### src/rtl/gpio_pulse_pkg.sv
package gpio_pulse_pkg;
  localparam int unsigned DATA_W  = 32;
  localparam int unsigned ADDR_W  = 3;

  localparam logic [ADDR_W-1:0] A_DIR   = 3'd0;
  localparam logic [ADDR_W-1:0] A_OUT   = 3'd1;
  localparam logic [ADDR_W-1:0] A_IN    = 3'd2;
  localparam logic [ADDR_W-1:0] A_PSEL  = 3'd3;
  localparam logic [ADDR_W-1:0] A_PLEN  = 3'd4;
  localparam logic [ADDR_W-1:0] A_CTRL  = 3'd5;

  localparam int unsigned CTRL_GO_BIT = 0;
endpackage

### src/rtl/gpio_in_sync.sv
module gpio_in_sync #(
  parameter int unsigned W = 24
) (
  input  logic         clk,
  input  logic         rst_n,
  input  logic [W-1:0] d_async,
  output logic [W-1:0] d_sync
);
  logic [W-1:0] stg1_q, stg2_q;
  logic [W-1:0] stg1_d, stg2_d;

  always_comb begin
    stg1_d = d_async;
    stg2_d = stg1_q;
  end

  always_ff @(posedge clk or negedge rst_n) begin
    if (!rst_n) begin
      stg1_q <= '0;
      stg2_q <= '0;
    end else begin
      stg1_q <= stg1_d;
      stg2_q <= stg2_d;
    end
  end

  assign d_sync = stg2_q;

  AST_SYNC_SECOND_STAGE: assert property (@(posedge clk) disable iff (!rst_n)
    stg2_q == $past(stg1_q));
endmodule

### src/rtl/gpio_pulse_timer.sv
module gpio_pulse_timer #(
  parameter int unsigned LEN_W   = 20,
  parameter int unsigned N_PULSE = 8
) (
  input  logic               clk,
  input  logic               rst_n,
  input  logic               start_req,
  input  logic [LEN_W-1:0]   len_cfg,
  input  logic [N_PULSE-1:0] sel_cfg,
  output logic               active,
  output logic [N_PULSE-1:0] sel_held
);
  logic               busy_q, busy_d;
  logic [LEN_W-1:0]   cnt_q, cnt_d;
  logic [N_PULSE-1:0] sel_q, sel_d;
  logic               accept;

  assign accept = start_req && !busy_q && (len_cfg != '0);

  always_comb begin
    busy_d = busy_q;
    cnt_d  = cnt_q;
    sel_d  = sel_q;
    if (accept) begin
      busy_d = 1'b1;
      cnt_d  = len_cfg;
      sel_d  = sel_cfg;
    end else if (busy_q) begin
      cnt_d = cnt_q - 1'b1;
      if (cnt_q == LEN_W'(1)) begin
        busy_d = 1'b0;
      end
    end
  end

  always_ff @(posedge clk or negedge rst_n) begin
    if (!rst_n) begin
      busy_q <= 1'b0;
      cnt_q  <= '0;
      sel_q  <= '0;
    end else begin
      busy_q <= busy_d;
      cnt_q  <= cnt_d;
      sel_q  <= sel_d;
    end
  end

  assign active   = busy_q;
  assign sel_held = sel_q;

  AST_END_AT_ONE: assert property (@(posedge clk) disable iff (!rst_n)
    $fell(busy_q) |-> ($past(cnt_q) == LEN_W'(1)));
  AST_BUSY_START_IGNORED: assert property (@(posedge clk) disable iff (!rst_n)
    (busy_q && start_req && cnt_q != LEN_W'(1)) |=> (busy_q && cnt_q == $past(cnt_q) - 1'b1));
  AST_SEL_FROZEN: assert property (@(posedge clk) disable iff (!rst_n)
    (busy_q && $past(busy_q)) |-> $stable(sel_q));
  AST_ZERO_LEN_IDLE: assert property (@(posedge clk) disable iff (!rst_n)
    (!busy_q && start_req && len_cfg == '0) |=> !busy_q);
endmodule

### src/rtl/gpio_regs.sv
module gpio_regs
  import gpio_pulse_pkg::*;
#(
  parameter int unsigned N_CH    = 24,
  parameter int unsigned N_PULSE = 8,
  parameter int unsigned LEN_W   = 20
) (
  input  logic               clk,
  input  logic               rst_n,
  input  logic               wr_en,
  input  logic [ADDR_W-1:0]  addr,
  input  logic [DATA_W-1:0]  wdata,
  input  logic [N_CH-1:0]    in_snap,
  input  logic               busy,
  output logic [N_CH-1:0]    dir,
  output logic [N_CH-1:0]    outval,
  output logic [N_PULSE-1:0] psel,
  output logic [LEN_W-1:0]   plen,
  output logic               start_req,
  output logic [DATA_W-1:0]  rdata
);
  logic [N_CH-1:0]    dir_q, dir_d, out_q, out_d;
  logic [N_PULSE-1:0] psel_q, psel_d;
  logic [LEN_W-1:0]   plen_q, plen_d;
  logic               en_dir, en_out, en_psel, en_plen;

  always_comb begin
    en_dir  = wr_en && (addr == A_DIR);
    en_out  = wr_en && (addr == A_OUT);
    en_psel = wr_en && (addr == A_PSEL);
    en_plen = wr_en && (addr == A_PLEN);
    dir_d   = en_dir  ? wdata[N_CH-1:0]    : dir_q;
    out_d   = en_out  ? wdata[N_CH-1:0]    : out_q;
    psel_d  = en_psel ? wdata[N_PULSE-1:0] : psel_q;
    plen_d  = en_plen ? wdata[LEN_W-1:0]   : plen_q;
  end

  always_ff @(posedge clk or negedge rst_n) begin
    if (!rst_n) begin
      dir_q  <= '0;
      out_q  <= '0;
      psel_q <= '0;
      plen_q <= '0;
    end else begin
      dir_q  <= dir_d;
      out_q  <= out_d;
      psel_q <= psel_d;
      plen_q <= plen_d;
    end
  end

  assign start_req = wr_en && (addr == A_CTRL) && wdata[CTRL_GO_BIT];

  always_comb begin
    case (addr)
      A_DIR:   rdata = DATA_W'(dir_q);
      A_OUT:   rdata = DATA_W'(out_q);
      A_IN:    rdata = DATA_W'(in_snap);
      A_PSEL:  rdata = DATA_W'(psel_q);
      A_PLEN:  rdata = DATA_W'(plen_q);
      A_CTRL:  rdata = DATA_W'(busy);
      default: rdata = '0;
    endcase
  end

  assign dir    = dir_q;
  assign outval = out_q;
  assign psel   = psel_q;
  assign plen   = plen_q;

  AST_DIR_TAKES_WRITE: assert property (@(posedge clk) disable iff (!rst_n)
    (wr_en && addr == A_DIR) |=> (dir_q == $past(wdata[N_CH-1:0])));
  AST_LEN_HOLDS: assert property (@(posedge clk) disable iff (!rst_n)
    !(wr_en && addr == A_PLEN) |=> $stable(plen_q));
endmodule

### src/rtl/gpio_pulse_unit.sv
module gpio_pulse_unit
  import gpio_pulse_pkg::*;
#(
  parameter int unsigned N_CH       = 24,
  parameter int unsigned N_PULSE    = 8,
  parameter int unsigned PULSE_BASE = 16,
  parameter int unsigned LEN_W      = 20
) (
  input  logic              clk,
  input  logic              rst_n,
  input  logic              reg_wr,
  input  logic [ADDR_W-1:0] reg_addr,
  input  logic [DATA_W-1:0] reg_wdata,
  output logic [DATA_W-1:0] reg_rdata,
  input  logic [N_CH-1:0]   pin_in,
  output logic [N_CH-1:0]   pin_out,
  output logic [N_CH-1:0]   pin_oe
);
  localparam int unsigned PULSE_TOP = PULSE_BASE + N_PULSE - 1;

  logic               rst_meta_q, rst_sync_q;
  logic [N_CH-1:0]    in_snap, dir, outval;
  logic [N_PULSE-1:0] psel, sel_held;
  logic [LEN_W-1:0]   plen;
  logic               start_req, active;

  always_ff @(posedge clk or negedge rst_n) begin
    if (!rst_n) begin
      rst_meta_q <= 1'b0;
      rst_sync_q <= 1'b0;
    end else begin
      rst_meta_q <= 1'b1;
      rst_sync_q <= rst_meta_q;
    end
  end

  gpio_in_sync #(.W(N_CH)) u_sync (
    .clk     (clk),
    .rst_n   (rst_sync_q),
    .d_async (pin_in),
    .d_sync  (in_snap)
  );

  gpio_regs #(.N_CH(N_CH), .N_PULSE(N_PULSE), .LEN_W(LEN_W)) u_regs (
    .clk       (clk),
    .rst_n     (rst_sync_q),
    .wr_en     (reg_wr),
    .addr      (reg_addr),
    .wdata     (reg_wdata),
    .in_snap   (in_snap),
    .busy      (active),
    .dir       (dir),
    .outval    (outval),
    .psel      (psel),
    .plen      (plen),
    .start_req (start_req),
    .rdata     (reg_rdata)
  );

  gpio_pulse_timer #(.LEN_W(LEN_W), .N_PULSE(N_PULSE)) u_timer (
    .clk       (clk),
    .rst_n     (rst_sync_q),
    .start_req (start_req),
    .len_cfg   (plen),
    .sel_cfg   (psel),
    .active    (active),
    .sel_held  (sel_held)
  );

  for (genvar i = 0; i < N_CH; i++) begin : g_ch
    if (i >= PULSE_BASE && i <= PULSE_TOP) begin : g_pulse
      assign pin_out[i] = (active && sel_held[i-PULSE_BASE]) ? 1'b1 : outval[i];
    end else begin : g_plain
      assign pin_out[i] = outval[i];
    end
  end

  assign pin_oe = dir;

  AST_GROUP_IN_PHASE: assert property (@(posedge clk) disable iff (!rst_sync_q)
    active |-> ((pin_out[PULSE_TOP:PULSE_BASE] & sel_held) == sel_held));
  AST_RESET_QUIET: assert property (@(posedge clk)
    !rst_sync_q |-> (pin_oe == '0 && pin_out == '0));
endmodule

### config.mk
export PLATFORM = sky130hd
export DESIGN_NAME = gpio_pulse_unit
export DESIGN_NICKNAME = d
export VERILOG_FILES = /design/src/rtl/gpio_pulse_pkg.sv /design/src/rtl/gpio_in_sync.sv /design/src/rtl/gpio_pulse_timer.sv /design/src/rtl/gpio_regs.sv /design/src/rtl/gpio_pulse_unit.sv
export SDC_FILE = /design/constraint.sdc
export NUM_CORES = 1
export LEC_CHECK = 0
export ABC_AREA = 1
export ABC_CLOCK_PERIOD_IN_PS = 12900
export BUFFER_PORTS_ARGS = -buffer_cell sky130_fd_sc_hd__buf_2
export CELL_PAD_IN_SITES_DETAIL_PLACEMENT = 2
export CELL_PAD_IN_SITES_GLOBAL_PLACEMENT = 2
export CORE_UTILIZATION = 36
export CTS_BUF_LIST = sky130_fd_sc_hd__clkbuf_8
export DETAILED_ROUTE_END_ITERATION = 16
export PLACE_DENSITY = 0.88
export SYNTH_ARGS = -nofsm -noshare
export SYNTH_HDL_FRONTEND = slang
export SYNTH_SLANG_ARGS = --single-unit
### constraint.sdc
create_clock -name clk -period 12.9 [get_ports clk]
set_input_delay 0 -clock clk [delete_from_list [all_inputs] [get_ports clk]]
set_output_delay 0 -clock clk [all_outputs]
set_load 0.02 [all_outputs]
==> summary.md <==
The Yosys step of the flow raised 0 warnings. The die covers 19400 µm². Of all nets on the critical path, the largest fanout is 30. In this run the power density over the cells is 146 nW/µm². The type of the most critical hold path was primary input to flip-flop. Dividing the detail-routed wire length by the instance count gives 26.6 µm. The amount of wire on met3 after detailed routing was 1530 µm. The number of buffers created by CTS is 17, and the placement-stage cell area is 7390 µm². Counting every sink on the clock net gives 155. The run finished with clean final reports. The worst pin sits at a relative slew slack of 23.2%. The run gives 4 as the H-tree level count. The number of gates resized after CTS was 0. Setup repair after global routing left no endpoint under its margin. The count of flip-flops with a built-in enable after synthesis works out to 0. For this run, the register share of the synthesized area comes to 57.1%.

The most common cell after layout, fill and taps aside is nand2_1. The logs give 3100 ps for the arrival time reported for the critical path endpoint and 13240 ps for the required time at the worst-slack endpoint. The via count of the first global-routing pass was 7555. Before CTS, the worst setup slack after placement is 10400 ps.

Synthesis instantiated 30 different standard cells from the library. Once detail routing completed, the nets flagged for antenna violations numbered 0. The maximum number of buffers from clock root to sink came out at 2. Among all flip-flop cells after synthesis, the most frequent one is dfrtp_1. The die outline width works out to 139 µm. The leakage component of the power was 4.13 nW; the maximum number of pins on one net before global-route repair was 61.

STA classifies the critical path startpoint as a flip-flop. The finished layout cell area was 8290 µm². The synthesized netlist occupies a cell area of 6790 µm². The global-route wire length before repair is 47900 µm, and the total iterations of the first detailed-routing run is 4.

The worst voltage drop across the vdd grid is 0.0747 mV, and the final number of setup-violating endpoints is 0. Final HPWL from detailed placement: 15300 µm. Post-synthesis cell type with the largest combined area: dfrtp_1. Summed over its instances, the top area cell type makes up 57.1% of the synthesized netlist area.

Clock-pin slew was measured on the worst setup and hold paths at 90 ps. The later pin in the worst-skew pair is clocked with a latency of 480 ps. The die is 139 µm tall.

The met1 layer wirelength in the final routing was 12300 µm. The total of flip-flops plus latches after synthesis is 155. The area growth from synthesis to layout is 22.0%. In this run the count of I/O pins placed on the die edge is 142. For this configuration, the core starts out at a cell density of 37.3%.

TritonCTS built the clock tree. The count of max-cap constraint violations is 0, and the number of DRC violations after detailed routing is 0. The final clock period utilization by the worst path is 21.4%, and the initial antenna violation count is 0. Cells with a size suffix above 1 make up 19.2% of the layout.

Critical path capture point type: a flip-flop. The tools report the least setup slack across all paths after layout as 10150 ps. In the layout the commonest cells are nand2_1, dfrtp_1, buf_2. The minimum hold slack was 81.3 ps; the residual overflow from global routing was 0. In this run, the number of DRC markers left after iteration 0 of detailed routing was 491. The floorplan step defined a core boundary enclosing 18200 µm². Summed over all failing endpoints, the final setup total negative slack is 0 ps. The top layer used by detailed routing was met4. After synthesis, the mean cell area works out to 8.76 µm².

The floorplan has 49 rows. For the final number of hold-violating endpoints, the log shows 0. On the final layout, the worst clock skew is 13.8 ps. The run gives 992 as the post-layout net count.

The routed design uses 15800 µm of met2 wire. Summing over every cut layer, the via total after detailed routing is 6502. During placement, the flow inserted port buffers numbering 125. The worst path needs 2750 ps of the cycle, external delays included.

The combined global-route utilization of all metal layers came out at 33.5%. The buffer type at the clock tree root is clkbuf_8. By startpoint and endpoint, the worst setup path is classified as flip-flop to flip-flop.

Synthesis produced 775 cells. The post-detailed-route via-to-cell ratio came out at 5.56. Based on the critical path, the design can be clocked at up to 363 MHz. For the pin with the worst max-slew slack, the measured transition is 1150 ps.

By area the synthesized netlist is led by dfrtp_1, nand2_1, o21ai_0. The final max-slew violation count is 0, and the async set-reset flop share out of synthesis is 100%. Routability-driven placement finished with a final weighted congestion of 0.791. The aggregate routed wire length is 31100 µm.

The antenna diode count came out at 0.
-- per-layer routing --
layer,GRT usage (%),up-vias
li1,-,2742
met1,40.1,3377
met2,56.7,281
met3,6.47,102
met4,18.7,0
met5,0,-
-- power breakdown --
group	internal [mW]	switching, mW	total (mW)
clock network	0.156	0.221	0.377
logic	0.0708	0.157	0.227
registers	0.538	0.0668	0.605
-- synthesized netlist by cell type (2+ instances only) --
cell type / instances
nand2_2: 3
inv_2: 3
nand2_1: 269
nor2_2: 5
nor3_1: 2
o21ai_1: 12
o211ai_1: 4
o21ai_2: 4
o2111ai_1: 9
buf_6: 9
a22oi_1: 8
inv_4: 2
dfrtp_1: 155
xor2_1: 8
nand4_1: 15
ha_1: 2
nor2_1: 36
conb_1: 2
buf_4: 25
buf_1: 2
inv_1: 60
buf_2: 7
o21ai_0: 64
xnor2_1: 2
nand3_1: 52
clkbuf_1: 11
-- registers in the layout (all words and copies together), names as in the netlist --
name	cells
u_timer.cnt_q	20
u_timer.active	1
u_timer.sel_held	8
u_regs.psel	8
u_sync.stg1_q	24
u_sync.d_sync	24
rst_sync_q	1
u_regs.outval	24
rst_meta_q	1
u_regs.plen	20
u_regs.dir	24
-- cell type report --
class,count,area [µm²]
Clock inverter,15,140
Sequential cell,155,3880
Clock buffer,17,234
Fill cell,1941,9920
Tap cell,229,287
Multi-Input combinational cell,507,2310
Inverter,66,254
Timing Repair Buffer,181,1180
-- stage by stage --
| stage | utilization [%] | power (mW) | cells |
|---|---|---|---|
| after floorplan | - | 0.713 | 782 |
| after global placement | 40.6 | 0.775 | 1086 |
| after detailed placement | 40.6 | 0.792 | 1086 |
| after CTS | 45.5 | 1.18 | 1170 |
| after global routing | 45.5 | 1.25 | 1170 |
| final | 45.5 | 1.21 | 1170 |
-- what timing repair did --
item	CTS	global route
hold buffers	52	0
endpoints found under the hold margin	103	0
buffers inserted	0	0
-- final timing paths --
| kind | from | end | slack (ps) | depth (start not counted) |
|---|---|---|---|---|
| worst max register to register | u_timer.active$_DFF_PN0_ | u_timer.cnt_q[4]$_DFFE_PN0P_ | 10150 | 8 |
| worst min-delay path | reg_addr[1] | u_timer.cnt_q[5]$_DFFE_PN0P_ | 80 | 6 |
| min in group asynchronous | rst_sync_q$_DFF_PN0_ | u_sync.d_sync[10]$_DFF_PN0_ | 330 | 0 |
| worst max-delay path | u_timer.active$_DFF_PN0_ | u_timer.cnt_q[4]$_DFFE_PN0P_ | 10150 | 8 |
| max in group asynchronous | rst_sync_q$_DFF_PN0_ | u_regs.outval[7]$_DFFE_PN0P_ | 11320 | 1 |
| worst min register to register | rst_sync_q$_DFF_PN0_ | u_sync.d_sync[10]$_DFF_PN0_ | 330 | 0 |
-- kinds of logic after synthesis --
family	after synthesis	synth area share, %
and+or+nand+nor	384	23.2
DFF	155	57.1
buffers and inverters	120	9.23
AOI/OAI and AO/OA	102	8.72
xor gates and xnor gates	10	1.29
adders and majority gates	2	0.368
other	2	0.111
-- critical path, cell delays in order (launching register included) --
cell and delay, ps:
dfrtp_1 330, buf_4 320, clkinv_2 400, nand3_1 240
nor2_2 80, nand2_2 570, inv_4 310, nand2_1 200
nand3_1 130
Power figures use the tool's default switching activity.
